==> src/rtl/buserr_pkg.sv <==
package buserr_pkg;
  typedef enum logic [1:0] {
    ADDR_CUR   = 2'd0,
    ADDR_LATCH = 2'd1,
    ADDR_WORD  = 2'd2
  } addrSel_t;

  typedef struct packed {
    logic     latchAcc;
    logic     setParity;
    logic     setTimeout;
    logic     setNoHit;
    logic     setMulti;
    logic     capture;
    logic     captureData;
    logic     clear;
    addrSel_t addrSel;
  } ctrlStrobe_t;
endpackage

==> src/rtl/buserr_ctrl.sv <==
module buserr_ctrl
  import buserr_pkg::*;
#(
  parameter int NREG  = 8,
  parameter int LANES = 4
) (
  input  logic             clk,
  input  logic             rstN,
  input  logic             accValid,
  input  logic [NREG-1:0]  regionHit,
  input  logic [NREG-1:0]  parityEn,
  input  logic             rdValid,
  input  logic [LANES-1:0] laneFault,
  input  logic             timeoutPulse,
  input  logic             statusRead,
  input  logic             anyErr,
  output ctrlStrobe_t      strobe,
  output logic [NREG-1:0]  regionSet
);
  localparam int CW = $clog2(NREG + 1);

  logic [NREG-1:0] hitQ;
  logic [CW-1:0]   hitCount;
  logic            noHit, multiHit, parErr, newErr;

  always_ff @(posedge clk) begin
    if (!rstN) hitQ <= '0;
    else if (accValid) hitQ <= regionHit;
  end

  always_comb begin
    hitCount = '0;
    for (int i = 0; i < NREG; i++) hitCount = hitCount + CW'(regionHit[i]);
  end

  always_comb begin
    noHit    = accValid && (hitCount == '0);
    multiHit = accValid && (hitCount > CW'(1));
    parErr   = rdValid && (|laneFault) && (|(hitQ & parityEn));
    newErr   = noHit || multiHit || parErr || timeoutPulse;

    regionSet = '0;
    if (parErr)       regionSet = regionSet | (hitQ & parityEn);
    if (timeoutPulse) regionSet = regionSet | hitQ;
    if (multiHit)     regionSet = regionSet | regionHit;

    strobe.latchAcc    = accValid;
    strobe.setParity   = parErr;
    strobe.setTimeout  = timeoutPulse;
    strobe.setNoHit    = noHit;
    strobe.setMulti    = multiHit;
    strobe.capture     = newErr && (statusRead || !anyErr);
    strobe.captureData = newErr && parErr && (statusRead || !anyErr);
    strobe.clear       = statusRead;
    if (parErr)            strobe.addrSel = ADDR_WORD;
    else if (timeoutPulse) strobe.addrSel = ADDR_LATCH;
    else                   strobe.addrSel = ADDR_CUR;
  end
endmodule

==> src/rtl/buserr_data.sv <==
module buserr_data
  import buserr_pkg::*;
#(
  parameter int NREG  = 8,
  parameter int AW    = 32,
  parameter int DW    = 32,
  parameter int LANES = DW / 8,
  parameter int SW    = NREG + 5
) (
  input  logic             clk,
  input  logic             rstN,
  input  ctrlStrobe_t      strobe,
  input  logic [NREG-1:0]  regionSet,
  input  logic [AW-1:0]    accAddr,
  input  logic [DW-1:0]    rdData,
  input  logic [LANES-1:0] rdParity,
  output logic [LANES-1:0] laneFault,
  output logic             anyErr,
  output logic [SW-1:0]    status,
  output logic             irq,
  output logic [AW-1:0]    logAddr,
  output logic [DW-1:0]    logData,
  output logic [LANES-1:0] logParity
);
  localparam int OFFW = $clog2(LANES);

  logic [AW-1:0]   addrQ;
  logic [NREG-1:0] flagsQ;
  logic [3:0]      errQ;
  logic [3:0]      errNew;
  logic [AW-1:0]   addrPick;

  for (genvar g = 0; g < LANES; g++) begin : g_lane
    assign laneFault[g] = ~(^{rdData[8*g +: 8], rdParity[g]});
  end

  always_ff @(posedge clk) begin
    if (!rstN) addrQ <= '0;
    else if (strobe.latchAcc) addrQ <= accAddr;
  end

  assign errNew = {strobe.setMulti, strobe.setNoHit, strobe.setTimeout, strobe.setParity};

  always_ff @(posedge clk) begin
    if (!rstN) begin
      flagsQ <= '0;
      errQ   <= '0;
    end else if (strobe.clear) begin
      flagsQ <= regionSet;
      errQ   <= errNew;
    end else begin
      flagsQ <= flagsQ | regionSet;
      errQ   <= errQ | errNew;
    end
  end

  always_comb begin
    unique case (strobe.addrSel)
      ADDR_WORD:  addrPick = {addrQ[AW-1:OFFW], {OFFW{1'b0}}};
      ADDR_LATCH: addrPick = addrQ;
      default:    addrPick = accAddr;
    endcase
  end

  always_ff @(posedge clk) begin
    if (!rstN) begin
      logAddr   <= '0;
      logData   <= '0;
      logParity <= '0;
    end else begin
      if (strobe.capture) logAddr <= addrPick;
      if (strobe.captureData) begin
        logData   <= rdData;
        logParity <= rdParity;
      end
    end
  end

  assign anyErr = |errQ;
  assign irq    = anyErr;
  assign status = {errQ, 1'b0, flagsQ};
endmodule

==> src/rtl/buserr_monitor.sv <==
module buserr_monitor
  import buserr_pkg::*;
#(
  parameter int NREG  = 8,
  parameter int AW    = 32,
  parameter int DW    = 32,
  parameter int LANES = DW / 8,
  parameter int SW    = NREG + 5
) (
  input  logic             clk,
  input  logic             rstN,
  input  logic             accValid,
  input  logic [AW-1:0]    accAddr,
  input  logic [NREG-1:0]  regionHit,
  input  logic [NREG-1:0]  parityEn,
  input  logic             rdValid,
  input  logic [DW-1:0]    rdData,
  input  logic [LANES-1:0] rdParity,
  input  logic             timeoutPulse,
  input  logic             statusRead,
  output logic [SW-1:0]    status,
  output logic             irq,
  output logic [AW-1:0]    logAddr,
  output logic [DW-1:0]    logData,
  output logic [LANES-1:0] logParity
);
  ctrlStrobe_t      strobe;
  logic [NREG-1:0]  regionSet;
  logic [LANES-1:0] laneFault;
  logic             anyErr;

  buserr_ctrl #(.NREG(NREG), .LANES(LANES)) u_ctrl (
    .clk(clk), .rstN(rstN), .accValid(accValid), .regionHit(regionHit),
    .parityEn(parityEn), .rdValid(rdValid), .laneFault(laneFault),
    .timeoutPulse(timeoutPulse), .statusRead(statusRead), .anyErr(anyErr),
    .strobe(strobe), .regionSet(regionSet)
  );

  buserr_data #(.NREG(NREG), .AW(AW), .DW(DW), .LANES(LANES), .SW(SW)) u_data (
    .clk(clk), .rstN(rstN), .strobe(strobe), .regionSet(regionSet),
    .accAddr(accAddr), .rdData(rdData), .rdParity(rdParity),
    .laneFault(laneFault), .anyErr(anyErr), .status(status), .irq(irq),
    .logAddr(logAddr), .logData(logData), .logParity(logParity)
  );
endmodule

==> config.mk <==
export PLATFORM = sky130hd
export DESIGN_NAME = buserr_monitor
export DESIGN_NICKNAME = d
export VERILOG_FILES = /design/src/rtl/buserr_pkg.sv /design/src/rtl/buserr_ctrl.sv /design/src/rtl/buserr_data.sv /design/src/rtl/buserr_monitor.sv
export SDC_FILE = /design/constraint.sdc
export NUM_CORES = 1
export LEC_CHECK = 0
export ABC_AREA = 1
export BUFFER_PORTS_ARGS = -buffer_cell sky130_fd_sc_hd__clkbuf_2
export CAP_MARGIN = 0
export CORE_MARGIN = 2
export CORE_UTILIZATION = 56
export CTS_BUF_LIST = sky130_fd_sc_hd__clkbuf_16
export DETAILED_ROUTE_END_ITERATION = 8
export MAX_ROUTING_LAYER = met4
export PLACE_DENSITY = 0.89
export SLEW_MARGIN = 40
export SYNTH_ARGS = -nofsm -noshare
export SYNTH_HDL_FRONTEND = slang
export SYNTH_SLANG_ARGS = --single-unit
==> constraint.sdc <==
create_clock -name clk -period 8.9 [get_ports clk]
set_clock_uncertainty 0.05 [all_clocks]
set_input_delay 1.335 -clock clk [delete_from_list [all_inputs] [get_ports clk]]
set_output_delay 1.335 -clock clk [all_outputs]
set_load 0.05 [all_outputs]
* Yosys cells after proc, flatten, opt, wreduce, memory -nomap -nowiden
Cells that the tools add are included. Widths: inputs -> output; s select.
Word-level totals: input bits 90, output and inout bits 82, word-level logic and storage cells 54, register bits after elaboration 120
Operators by class: $lt $le $gt $ge 1, muxes and demuxes 8, bitwise operators 9, eq/ne operators 2, $add $sub $neg 7, reductions and logical operators 20
Operator list (count):
- $pmux 32 s2 | 1
- $reduce_xor 9->1 | 4
- $mux 8 | 4
- $add 4x1->4 | 6
- $or 8x8->8 | 3
- $and 8x8->8 | 1
- $reduce_or 4->1 | 2
- $reduce_or 8->1 | 1
- $logic_and 1x1->1 | 7
- $gt 4x1->1 const B | 1
- $logic_not 4->1 | 1
- $logic_or 1x1->1 | 4
- $mux 4 | 1
- $not 1->1 | 4
- $or 4x4->4 | 1
- $add 1x1->2 | 1
- $eq 2x1->1 const B | 1
- $eq 2x2->1 const B | 1
- $mux 2 | 1
- $logic_not 1->1 | 1
- $mux 1 | 1

* Logic depth before layout (Yosys ltp)
Gate-level depths: netlist (run 1).
depth in word-level cells 14, gate-level depth with buffers 19, gate-level depth less buffers 18

* Modules after synthesis
Synthesis (run 1) repeated with hierarchy kept, for this count alone.
Second synthesis, totals: cells, all modules 775, area, all modules 5644.2 sq um
Modules (own cells, without submodules):
- buserr_data | area each 4784.6 sq um, instances 1, cells each 645
- buserr_ctrl | area each 859.6 sq um, instances 1, cells each 130

* Least setup slack after synthesis (run 1)
OpenSTA, ideal clock, no wires.
kind in2reg, start input port regionHit[0], end register u_data.logAddr[23], path slack 4.318 ns, cell stages on the path 19, required time 8.737 ns, data arrival time 4.419 ns, path through ha_1 inv_1 fa_1 fa_1 inv_1 fa_1 inv_1 fa_1 nor3_1 a22oi_1 nor2_2 nor2_1 a21oi_1 nand3_2 nand2_2 buf_4 nand2_1 nand2_1 nor2_1
On the way: cells in the longest elaborated chain, start to end 13, elaborated cells on any way between the ends 15
RTL lines:
- start, declared | RTL line buserr_monitor.sv:14 | input logic [NREG-1:0] regionHit,
- $add 1x1->2 (*) | RTL line buserr_ctrl.sv:33 | for (int i = 0; i < NREG; i++) hitCount = hitCount + CW'(regionHit[i]);
- $add 4x1->4 (*) (6 in a row) | RTL line buserr_ctrl.sv:33
- $gt 4x1->1 / $logic_not 4->1 (equally long branches) | RTL line buserr_ctrl.sv:38, buserr_ctrl.sv:37
- $logic_and 1x1->1 (on tied branches) | RTL line buserr_ctrl.sv:38, buserr_ctrl.sv:37
- $logic_or 1x1->1 (*) (3 in a row) | RTL line buserr_ctrl.sv:40 | newErr = noHit || multiHit || parErr || timeoutPulse;
- $logic_and 1x1->1 (*) | RTL line buserr_ctrl.sv:52 | strobe.capture = newErr && (statusRead || !anyErr);
- end signal, assigned | RTL line buserr_data.sv:71 | if (strobe.capture) logAddr <= addrPick;
- end, declared | RTL line buserr_data.sv:21 | output logic [AW-1:0] logAddr,
Every way passes the cells marked *; elsewhere a longest branch is shown, timed or not. A chain may end at the register's enable or synchronous reset.

* Worst setup path in the final report (run 1)
start input port regionHit[0], end register u_data.logAddr[7]
Same word-level chain as after synthesis.

==> results.json, run 1 <==
{
  "status": "finished, final reports clean",
  "place_congestion": 0.912,
  "finalSetupViolations": 0,
  "drc_errors": 0,
  "post-cts-setup-buffers": 0,
  "ys_types": 31,
  "path_common_cell": "fa_1",
  "slowest_stage": "nand2_4",
  "worstPathCellList": "clkbuf_2 -> ha_1 -> inv_1 -> fa_1 -> fa_1 -> inv_1 -> fa_1 -> inv_1 -> fa_1 -> nor3_1 -> a22oi_1 -> nor2_2 -> nor2_1 -> a21oi_1 -> nand3_2 -> nand2_4 -> nand2_1 -> nand2_1 -> nor2_1",
  "yosys-top-cells-area": "dfxtp_1, nand2_1, nor2_1",
  "overflow": 0,
  "rsz0062_at_grt": "false",
  "io_buffers": 170,
  "post_cts_resize_count": 0,
  "maxCapViolations": 0,
  "drv_slew": 0,
  "max-slew-margin-rel": 0.459,
  "period_share": 0.556,
  "die_w_um": 105,
  "instances_no_fill": 1160,
  "synth_nets": 963,
  "hold_slack_ns": 0.412,
  "cp_max_fo": 64,
  "total_power_mw": 1.71,
  "die_height_um": 105,
  "synth_top_area_share": 0.422,
  "postLayoutCoreUtil": 0.725,
  "pin_count": 172,
  "setup_slack_ns": 3.95,
  "drtAntennaViolNets": 0,
  "synth.cell_area_mm2": 0.00570,
  "layout_common_cells": "nand2_1, clkbuf_2, nor2_1",
  "h-tree-depth": 4,
  "preCtsSetupSlack_ns": 3.56,
  "numCtsBuffers": 17,
  "post-place-cells": 1130,
  "grt_max_degree": 66,
  "stdcell_area_mm2": 0.00712,
  "critical_path_required_ns": 9.14,
  "final_common_cell": "nand2_1",
  "syn_avg_cell_area_um2": 6.58,
  "cts.sinks": 120,
  "diodes": 0,
  "setup.worst_path.start_class": "input port",
  "clock.fmax_ghz": 0.202,
  "cpPeakStageDelay_ns": 0.50,
  "wirelength_um": 14000,
  "grt_pass1_wl_um": 23400,
  "dpl.hpwl_um": 9560,
  "fillers": 847,
  "core_mm2": 0.00982,
  "setup_tns_ns": 0,
  "hold_buffers": 0,
  "criticalPathCategory": "in -> reg",
  "critPathCaptureType": "register",
  "hp-class": "reg -> reg",
  "placed_area_mm2": 0.00660,
  "ys_seq_area_frac": 0.422,
  "drtIter0Drc": 284,
  "grtUsageTotal": 0.265,
  "clk_pin_slew_ns": 0.05,
  "layout-drive-gt1-share": 0.215,
  "routed_via_density": 4.97,
  "cellPowerDensity_mw_per_mm2": 240,
  "ir_worst_vdd_mv": 0.159,
  "nets": 1113,
  "hold_viol": 0,
  "synth-seq-cells": 120,
  "tritoncts": "built",
  "yosysWarnings": 0,
  "post-route-min-period_ns": 4.95,
  "area_growth_syn_to_layout_pct": 25.0,
  "clock_latency_ns": 0.40,
  "antenna_found_initial": 0,
  "clockBufferDepth": 2,
  "num_vias": 5765,
  "dr.pass1.iters": 5,
  "synth_top_area_cell": "dfxtp_1",
  "worst_pin_slew_ns": 0.811,
  "grt_pass1_vias": 5421,
  "synth_cells": 866,
  "row_count": 36,
  "leakage_nw": 3.67,
  "routedWlPerCell_um": 12.1,
  "dieArea_mm2": 0.0110,
  "root_buffer": "clkbuf_16",
  "arrival_ns": 5.19,
  "start_util": 0.580
}
path summary, 6_finish.rpt:
kind | slack, ns | cells past startpoint | start | to
setup / recovery | 3.95 | 19 | regionHit[0] | u_data.logAddr[7]$_SDFFE_PN0P_
hold / removal | 0.41 | 2 | u_data.logData[3]$_SDFFE_PN0P_ | u_data.logData[3]$_SDFFE_PN0P_
setup reg to reg | 6.55 | 11 | u_ctrl.hitQ[5]$_SDFFE_PN0P_ | u_data.logAddr[7]$_SDFFE_PN0P_
hold reg to reg | 0.41 | 2 | u_data.logData[3]$_SDFFE_PN0P_ | u_data.logData[3]$_SDFFE_PN0P_
critical path: cells and delay by family:
family                     cells  cell delay, ns
buffers and inverters          4            0.26
AOI/OAI and AO/OA              2            0.31
adders and majority gates      5            1.72
and+or+nand+nor                8            1.54
kinds of logic after synthesis:
kind of cell             count (synthesis)  share of synthesized area
AND/OR/NAND/NOR                        503                      0.351
XOR/XNOR                                12                     0.0185
buffers and inverters                  122                     0.0879
flip-flops                             120                      0.422
adder cells (fa/ha/maj)                  7                     0.0207
AO/OA/AOI/OAI                          101                     0.0997
other                                    1                   0.000658
power by group:
group          total (mW)  leakage, nW  internal [mW]  switching [mW]
combinational       0.483         2.42          0.133           0.351
clock               0.604        0.260          0.372           0.232
sequential          0.624        0.990          0.594          0.0299
total                1.71         3.67           1.10           0.612
synthesized netlist by cell type:
master    instances
nand2_1         300
nor2_1          138
dfxtp_1         120
inv_1            74
a21oi_1          57
nand3_1          47
o21ai_0          32
clkbuf_1         22
buf_2            13
a221oi_1          8
or2_2             8
xnor2_1           8
buf_4             7
buf_1             4
fa_1              4
xor2_1            4
ha_1              3
nand2_2           2
nand3b_1          2
nand4_1           2
a22oi_1           1
clkinv_1          1
conb_1            1
inv_2             1
nand3_2           1
nor2_2            1
nor3_1            1
o211ai_4          1
o21a_1            1
o21ai_4           1
or4_1             1
per-layer routing:
metal,global-route usage,vias to the layer above,share of wire
li1,-,2981,-
met1,0.305,2564,0.43
met2,0.449,200,0.48
met3,0.0692,20,0.078
met4,0.0886,0,0.017
met5,-,-,0
flip-flops by register name, summed over array words and instances, names as in the netlist:
signal,cells
u_data.logData,32
u_ctrl.hitQ,8
u_data.errQ,4
u_data.addrQ,32
u_data.logAddr,32
u_data.flagsQ,8
u_data.logParity,4
final cells by class:
type | count | area (um^2) | share of cell area
Clock inverter | 13 | 91.3 | 0.0128
Tap cell | 133 | 166 | 0.0234
Clock buffer | 17 | 425 | 0.0598
Timing Repair Buffer | 177 | 946 | 0.133
Inverter | 76 | 287 | 0.0403
Multi-Input combinational cell | 624 | 2800 | 0.393
Sequential cell | 120 | 2400 | 0.337
Power figures use the tool's default switching activity.
==> run 2, diff against run 1 <==
- CORE_UTILIZATION: 56 -> 47
- PLACE_DENSITY: 0.89 -> 0.8
- clock period: 8.9 -> 4.5 ns (I/O delays scaled with it)
==> run 2 against run 1 <==
  * Worst setup slack got worse by 3.2 ns
  * Clock-buffer cell count did not move
  * Worst hold slack barely moved
  * Clock power rose by 84%
  * Design area fell by 0.67%
  * Utilization fell by 13 points
  * Sequential power rose by 97%
  * Sequential share of layout area rose by 0.23 points
  * Power rose by 93%
  * Critical path depth rose by 1
  * Register-to-register slack got worse by 4.4 ns
==> results.json, run 2 (synthesis results as in run 1) <==
{
  "clk_pin_slew_ns": 0.05,
  "pin_count": 172,
  "fillers": 1189,
  "grt_max_degree": 66,
  "cts.sinks": 120,
  "nets": 1115,
  "final_common_cell": "nand2_1",
  "worstHoldPathCells": 2,
  "reg2regPathDepth": 7,
  "top_regs": "u_data.addrQ x32, u_data.logAddr x32, u_data.logData x32",
  "grt_pass1_vias": 5108,
  "area_growth_syn_to_layout_pct": 24.1,
  "dieArea_mm2": 0.0130,
  "tritoncts": "built",
  "numCtsBuffers": 17,
  "finalSetupViolations": 0,
  "worst_pin_slew_ns": 0.809,
  "io_buffers": 170,
  "place_congestion": 0.843,
  "routedWlPerCell_um": 12.0,
  "routed_via_density": 4.84,
  "row_count": 40,
  "hold_buffers": 0,
  "layout_common_cells": "nand2_1, clkbuf_2, nor2_1",
  "r2r-end": "u_data.logParity[3]$_SDFFE_PN0P_",
  "grt_pass1_wl_um": 23400,
  "setup.worst_path.start_class": "input port",
  "dr.pass1.iters": 5,
  "min_from": "u_data.logData[30]$_SDFFE_PN0P_",
  "period_share": 0.826,
  "hp-class": "reg -> reg",
  "regArea_mm2": 0.00240,
  "grtUsageTotal": 0.229,
  "wirelength_um": 14100,
  "layout-drive-gt1-share": 0.211,
  "arrival_ns": 3.97,
  "hold_viol": 0,
  "drv_slew": 0,
  "clockBufferDepth": 2,
  "criticalPathCategory": "in -> reg",
  "clock.fmax_ghz": 0.269,
  "drc_errors": 0,
  "h-tree-depth": 4,
  "overflow": 0,
  "core_mm2": 0.0119,
  "critPathCaptureType": "register",
  "drtAntennaViolNets": 0,
  "diodes": 0,
  "whs_endpoint": "u_data.logData[30]$_SDFFE_PN0P_",
  "cp_max_fo": 22,
  "cellPowerDensity_mw_per_mm2": 466,
  "status": "finished, final reports clean",
  "maxCapViolations": 0,
  "critical_path_required_ns": 4.75,
  "max-slew-margin-rel": 0.461,
  "post_cts_resize_count": 0,
  "clock_latency_ns": 0.40,
  "post-cts-setup-buffers": 0,
  "multi_input_area_mm2": 0.00280,
  "start_util": 0.478,
  "leakage_nw": 3.66,
  "post-place-cells": 1146,
  "post-route-min-period_ns": 3.72,
  "rsz0062_at_grt": "false",
  "root_buffer": "clkbuf_16",
  "num_vias": 5677,
  "instances_no_fill": 1174,
  "die_height_um": 114,
  "reg2reg_slack_ns": 2.19,
  "r2r-start": "u_data.errQ[2]$_SDFF_PN0_",
  "antenna_found_initial": 0,
  "drtIter0Drc": 459,
  "dpl.hpwl_um": 9550,
  "die_w_um": 114,
  "setup_tns_ns": 0,
  "ir_worst_vdd_mv": 0.302
}
[run 2: cell count changes in the layout (fill, tap and decap cells not counted)]
cell / delta
inv_1: +2
clkinv_2: -3
clkinvlp_4: -2
nand2_2: +1
buf_12: +1
clkinv_1: +2
buf_4: +5
buf_8: -3
bufinv_16: -1
nand2_4: -1
buf_16: -1
[run 2: how the worst max path moves through the flow]
stage | startpoint | endpoint | slack (ns) | cells after the start
after floorplan | regionHit[0] | u_data.logAddr[23]$_SDFFE_PN0P_ | 0.58 | 19
after global placement | regionHit[0] | u_data.logAddr[21]$_SDFFE_PN0P_ | 0.48 | 20
after detailed placement | regionHit[0] | u_data.logAddr[23]$_SDFFE_PN0P_ | 0.36 | 20
after CTS | regionHit[0] | u_data.logAddr[26]$_SDFFE_PN0P_ | 0.77 | 20
after global routing | regionHit[0] | u_data.logAddr[25]$_SDFFE_PN0P_ | 0.53 | 20
final | regionHit[0] | u_data.logAddr[26]$_SDFFE_PN0P_ | 0.78 | 20
[run 2: layer usage]
| layer | track usage | share of wire |
|---|---|---|
| met3 | 0.0704 | 0.071 |
| met2 | 0.377 | 0.46 |
| met4 | 0.0659 | 0.0079 |
| met5 | - | 0 |
| met1 | 0.272 | 0.46 |
[run 2: power breakdown]
part | internal (mW) | switching, mW
sequential | 1.18 | 0.0559
combinational | 0.264 | 0.693
clock | 0.670 | 0.438
total | 2.11 | 1.19
[run 2: layout make-up]
class | instances | area share
Clock buffer | 17 | 0.0602
Clock inverter | 11 | 0.00672
Inverter | 76 | 0.0403
Multi-Input combinational cell | 624 | 0.395
Sequential cell | 120 | 0.340
Tap cell | 147 | 0.0260
Timing Repair Buffer | 179 | 0.132
[run 2: critical path: stages]
cell	delay, ns
clkbuf_2	0.09
ha_1	0.29
inv_1	0.06
fa_1	0.49
fa_1	0.41
inv_1	0.08
fa_1	0.18
inv_1	0.05
fa_1	0.37
nor3_1	0.18
a22oi_1	0.10
nor2_2	0.11
nor2_1	0.06
a21oi_1	0.14
nand3_2	0.09
nand2_2	0.12
buf_4	0.25
nand2_1	0.09
nand2_1	0.07
nor2_1	0.05
[run 2: per-stage QoR]
stage	setup slack [ns]	utilization	power (mW)	hold WS (ns)	cell area (um^2)
after floorplan	0.578	-	1.98	0.404	5700
after global placement	0.478	0.554	2.20	0.401	6600
final	0.782	0.594	3.30	0.412	7070
after CTS	0.766	0.594	3.32	0.415	7070
after detailed placement	0.359	0.554	2.21	0.407	6600
after global routing	0.529	0.594	3.47	0.433	7070
==> run 3, diff against run 2 <==
- ABC_AREA: 1 -> 0
- CORE_UTILIZATION: 47 -> 52
- PLACE_DENSITY: 0.8 -> 0.83
- clock period: 4.5 -> 3.63 ns (I/O delays scaled with it)
==> run 3 against run 2 <==
  * Register-to-register slack lost 1.0 ns
  * Worst setup slack got worse by 0.77 ns
  * Design area increased by 8.7%
  * Synthesized area is 1.5% higher
  * Wire length is 18% higher
  * Via count decreased by 3.9%
  * Utilization grew 12 points
  * Critical path type unchanged
==> results.json, run 3 <==
{
  "netlist_top_cells_count": "dfxtp_1, nand3_1, a21oi_1, nor2_1, o21ai_0",
  "worstPathCellList": "buf_6 -> ha_4 -> inv_2 -> fa_1 -> fa_1 -> inv_1 -> fa_2 -> inv_2 -> fa_2 -> a211oi_2 -> mux2i_1 -> o21ai_2 -> buf_4 -> a31oi_4 -> buf_12 -> a311oi_2",
  "rsz0062_at_grt": "true",
  "layout_common_cells": "clkbuf_2, dfxtp_1, nand3_1",
  "synth.most_common_cell": "dfxtp_1",
  "h-tree-depth": 4,
  "max-slew-margin-rel": 0.516,
  "final_common_cell": "clkbuf_2",
  "grt_pass1_wl_um": 24900,
  "synth_top_area_cell": "dfxtp_1",
  "slowest_stage": "fa_1",
  "routed_via_density": 5.97,
  "p_int_mw": 3.15,
  "switchingPower_mw": 1.77,
  "r2r-end": "u_data.logAddr[15]$_SDFFE_PN0P_",
  "cpPeakStageDelay_ns": 0.49,
  "ys_types": 35,
  "stdcell_area_mm2": 0.00768,
  "wirelength_um": 16700,
  "clock_power_share": 0.363,
  "clk_pin_slew_ns": 0.05,
  "path_buf_inv": 6,
  "diodes": 0,
  "drtAntennaViolNets": 0,
  "dpl.hpwl_um": 10400,
  "place_congestion": 0.818,
  "start_util": 0.533,
  "r2r-start": "u_ctrl.hitQ[2]$_SDFFE_PN0P_",
  "root_buffer": "clkbuf_16",
  "post-route-min-period_ns": 3.62,
  "synth-edff-count": 0,
  "die_height_um": 109,
  "crit_family": "adder cells",
  "setup_slack_ns": 0.00896,
  "preCtsSetupSlack_ns": -0.407,
  "critPathCaptureType": "register",
  "placed_area_mm2": 0.00684,
  "syn_avg_cell_area_um2": 9.51,
  "criticalPathCategory": "in -> reg",
  "worstHoldPathCells": 3,
  "nets": 859,
  "clock.fmax_ghz": 0.276,
  "area_growth_syn_to_layout_pct": 32.9,
  "num_vias": 5458,
  "die_w_um": 109,
  "layout-drive-gt1-share": 0.405,
  "total_power_mw": 4.92,
  "drc_errors": 0,
  "min_from": "rdData[28]",
  "dieArea_mm2": 0.0120,
  "leakage_nw": 3.23,
  "tritoncts": "built",
  "routedWlPerCell_um": 18.2,
  "worst_pin_slew_ns": 0.725,
  "io_buffers": 170,
  "synth.cell_area_mm2": 0.00578,
  "synth-seq-cells": 120,
  "dr.pass1.iters": 6,
  "finalSetupViolations": 0,
  "drtIter0Drc": 567,
  "status": "finished, final reports clean",
  "cts.sinks": 120,
  "maxCapViolations": 0,
  "combPwrFrac": 0.322,
  "hold_viol": 0,
  "cellPowerDensity_mw_per_mm2": 640,
  "ir_worst_vdd_mv": 0.294,
  "yosysWarnings": 0,
  "antenna_found_initial": 0,
  "drv_slew": 0,
  "top_regs": "u_data.addrQ x32, u_data.logAddr x32, u_data.logData x32",
  "grt_pass1_vias": 5106,
  "overflow": 0,
  "grtUsageTotal": 0.273,
  "critical_path_required_ns": 3.88,
  "arrival_ns": 3.87,
  "period_share": 0.998,
  "row_count": 38,
  "numCtsBuffers": 17,
  "synth_top_area_share": 0.416,
  "swShare": 0.359,
  "pin_count": 172,
  "grt_max_degree": 107,
  "cp_max_fo": 8,
  "whs_endpoint": "u_data.logData[28]$_SDFFE_PN0P_",
  "synth_nets": 705,
  "yosys-top-cells-area": "dfxtp_1, a311oi_2, nand3_1",
  "core_mm2": 0.0108,
  "synth_cells": 608,
  "hp-class": "in -> reg",
  "postLayoutCoreUtil": 0.709,
  "setup.worst_path.start_class": "input port",
  "ys_seq_area_frac": 0.416,
  "reg2reg_slack_ns": 1.17,
  "reg2regPathDepth": 7,
  "p_seq_frac": 0.315,
  "clock_latency_ns": 0.42,
  "clockBufferDepth": 2,
  "synth-main-ff-cell": "dfxtp_1",
  "synth-async-reset-ratio": 0
}
-- run 3: cell count changes in the layout (fill, tap and decap cells not counted), moves of 29 or more --
cell and change:
a211oi_2 +30, a311oi_2 +30, inv_1 -63, mux2i_1 +37, nand2_1 -295, nand3_1 +29, nor2_1 -95, o21ai_1 +30
-- run 3: final cells by class --
class,count,area [um^2]
multi-input combinational,409,3180
fill,780,3160
sequential,120,2400
timing repair buffer,197,1240
clock buffer,17,425
clock inverter,15,200
tap,140,175
inverter,17,68.8
-- run 3: worst max path at each step --
stage | from | endpoint | slack (ns) | cells after the start
3_3_place_gp | regionHit[0] | u_data.logAddr[31]$_SDFFE_PN0P_ | -0.31 | 16
6_report | regionHit[1] | u_data.logAddr[15]$_SDFFE_PN0P_ | 0.009 | 16
5_1_grt | regionHit[1] | u_data.logAddr[15]$_SDFFE_PN0P_ | -0.08 | 16
3_5_place_dp | regionHit[1] | u_data.logAddr[2]$_SDFFE_PN0P_ | -0.41 | 16
4_1_cts | regionHit[1] | u_data.logAddr[2]$_SDFFE_PN0P_ | 0.03 | 16
2_1_floorplan | regionHit[1] | u_data.logAddr[10]$_SDFFE_PN0P_ | 0.03 | 14
-- run 3: power groups by stage --
stage	Sequential, mW	Combinational, mW	Clock [mW]
3_5_place_dp	1.57	1.46	0
6_report	1.55	1.59	1.79
4_1_cts	1.54	1.47	1.80
3_3_place_gp	1.56	1.42	0
5_1_grt	1.56	1.67	1.86
2_1_floorplan	1.93	0.756	0
-- run 3: logic make-up after synthesis --
group                    Yosys count  share of synthesized area
AO/OA/AOI/OAI                    201                      0.255
AND/OR/NAND/NOR                  133                      0.106
XOR/XNOR                          28                     0.0628
flip-flops                       120                      0.416
multiplexers                      39                     0.0680
adder cells (fa/ha/maj)            7                     0.0203
buffers and inverters             79                     0.0716
other                              1                   0.000649
-- run 3: worst min-delay path: stages --
cell and delay, ns:
clkbuf_2 0.09, nand3_1 0.06, a21oi_1 0.05
-- run 3: repair_timing --
action                                  CTS  global route
buffers inserted                          0             4
endpoints found under the setup margin    0            12
gates resized for setup                   0            12
hold endpoints to repair                  0             0
hold buffers                              0             0
-- run 3: layer usage --
metal | GRT usage | part of all wire | up-vias
met1 | 0.326 | 0.41 | 2648
li1 | - | - | 2533
met2 | 0.445 | 0.51 | 237
met3 | 0.0563 | 0.056 | 40
met5 | - | 0 | -
met4 | 0.118 | 0.028 | 0
-- run 3: through the flow --
stage	TNS [ns]	cells	hold slack, ns
2_1_floorplan	0	608	0.403
3_3_place_gp	-7.87	873	0.411
3_5_place_dp	-10.70	873	0.419
4_1_cts	0	905	0.325
5_1_grt	-0.551	915	0.346
6_report	0	915	0.334
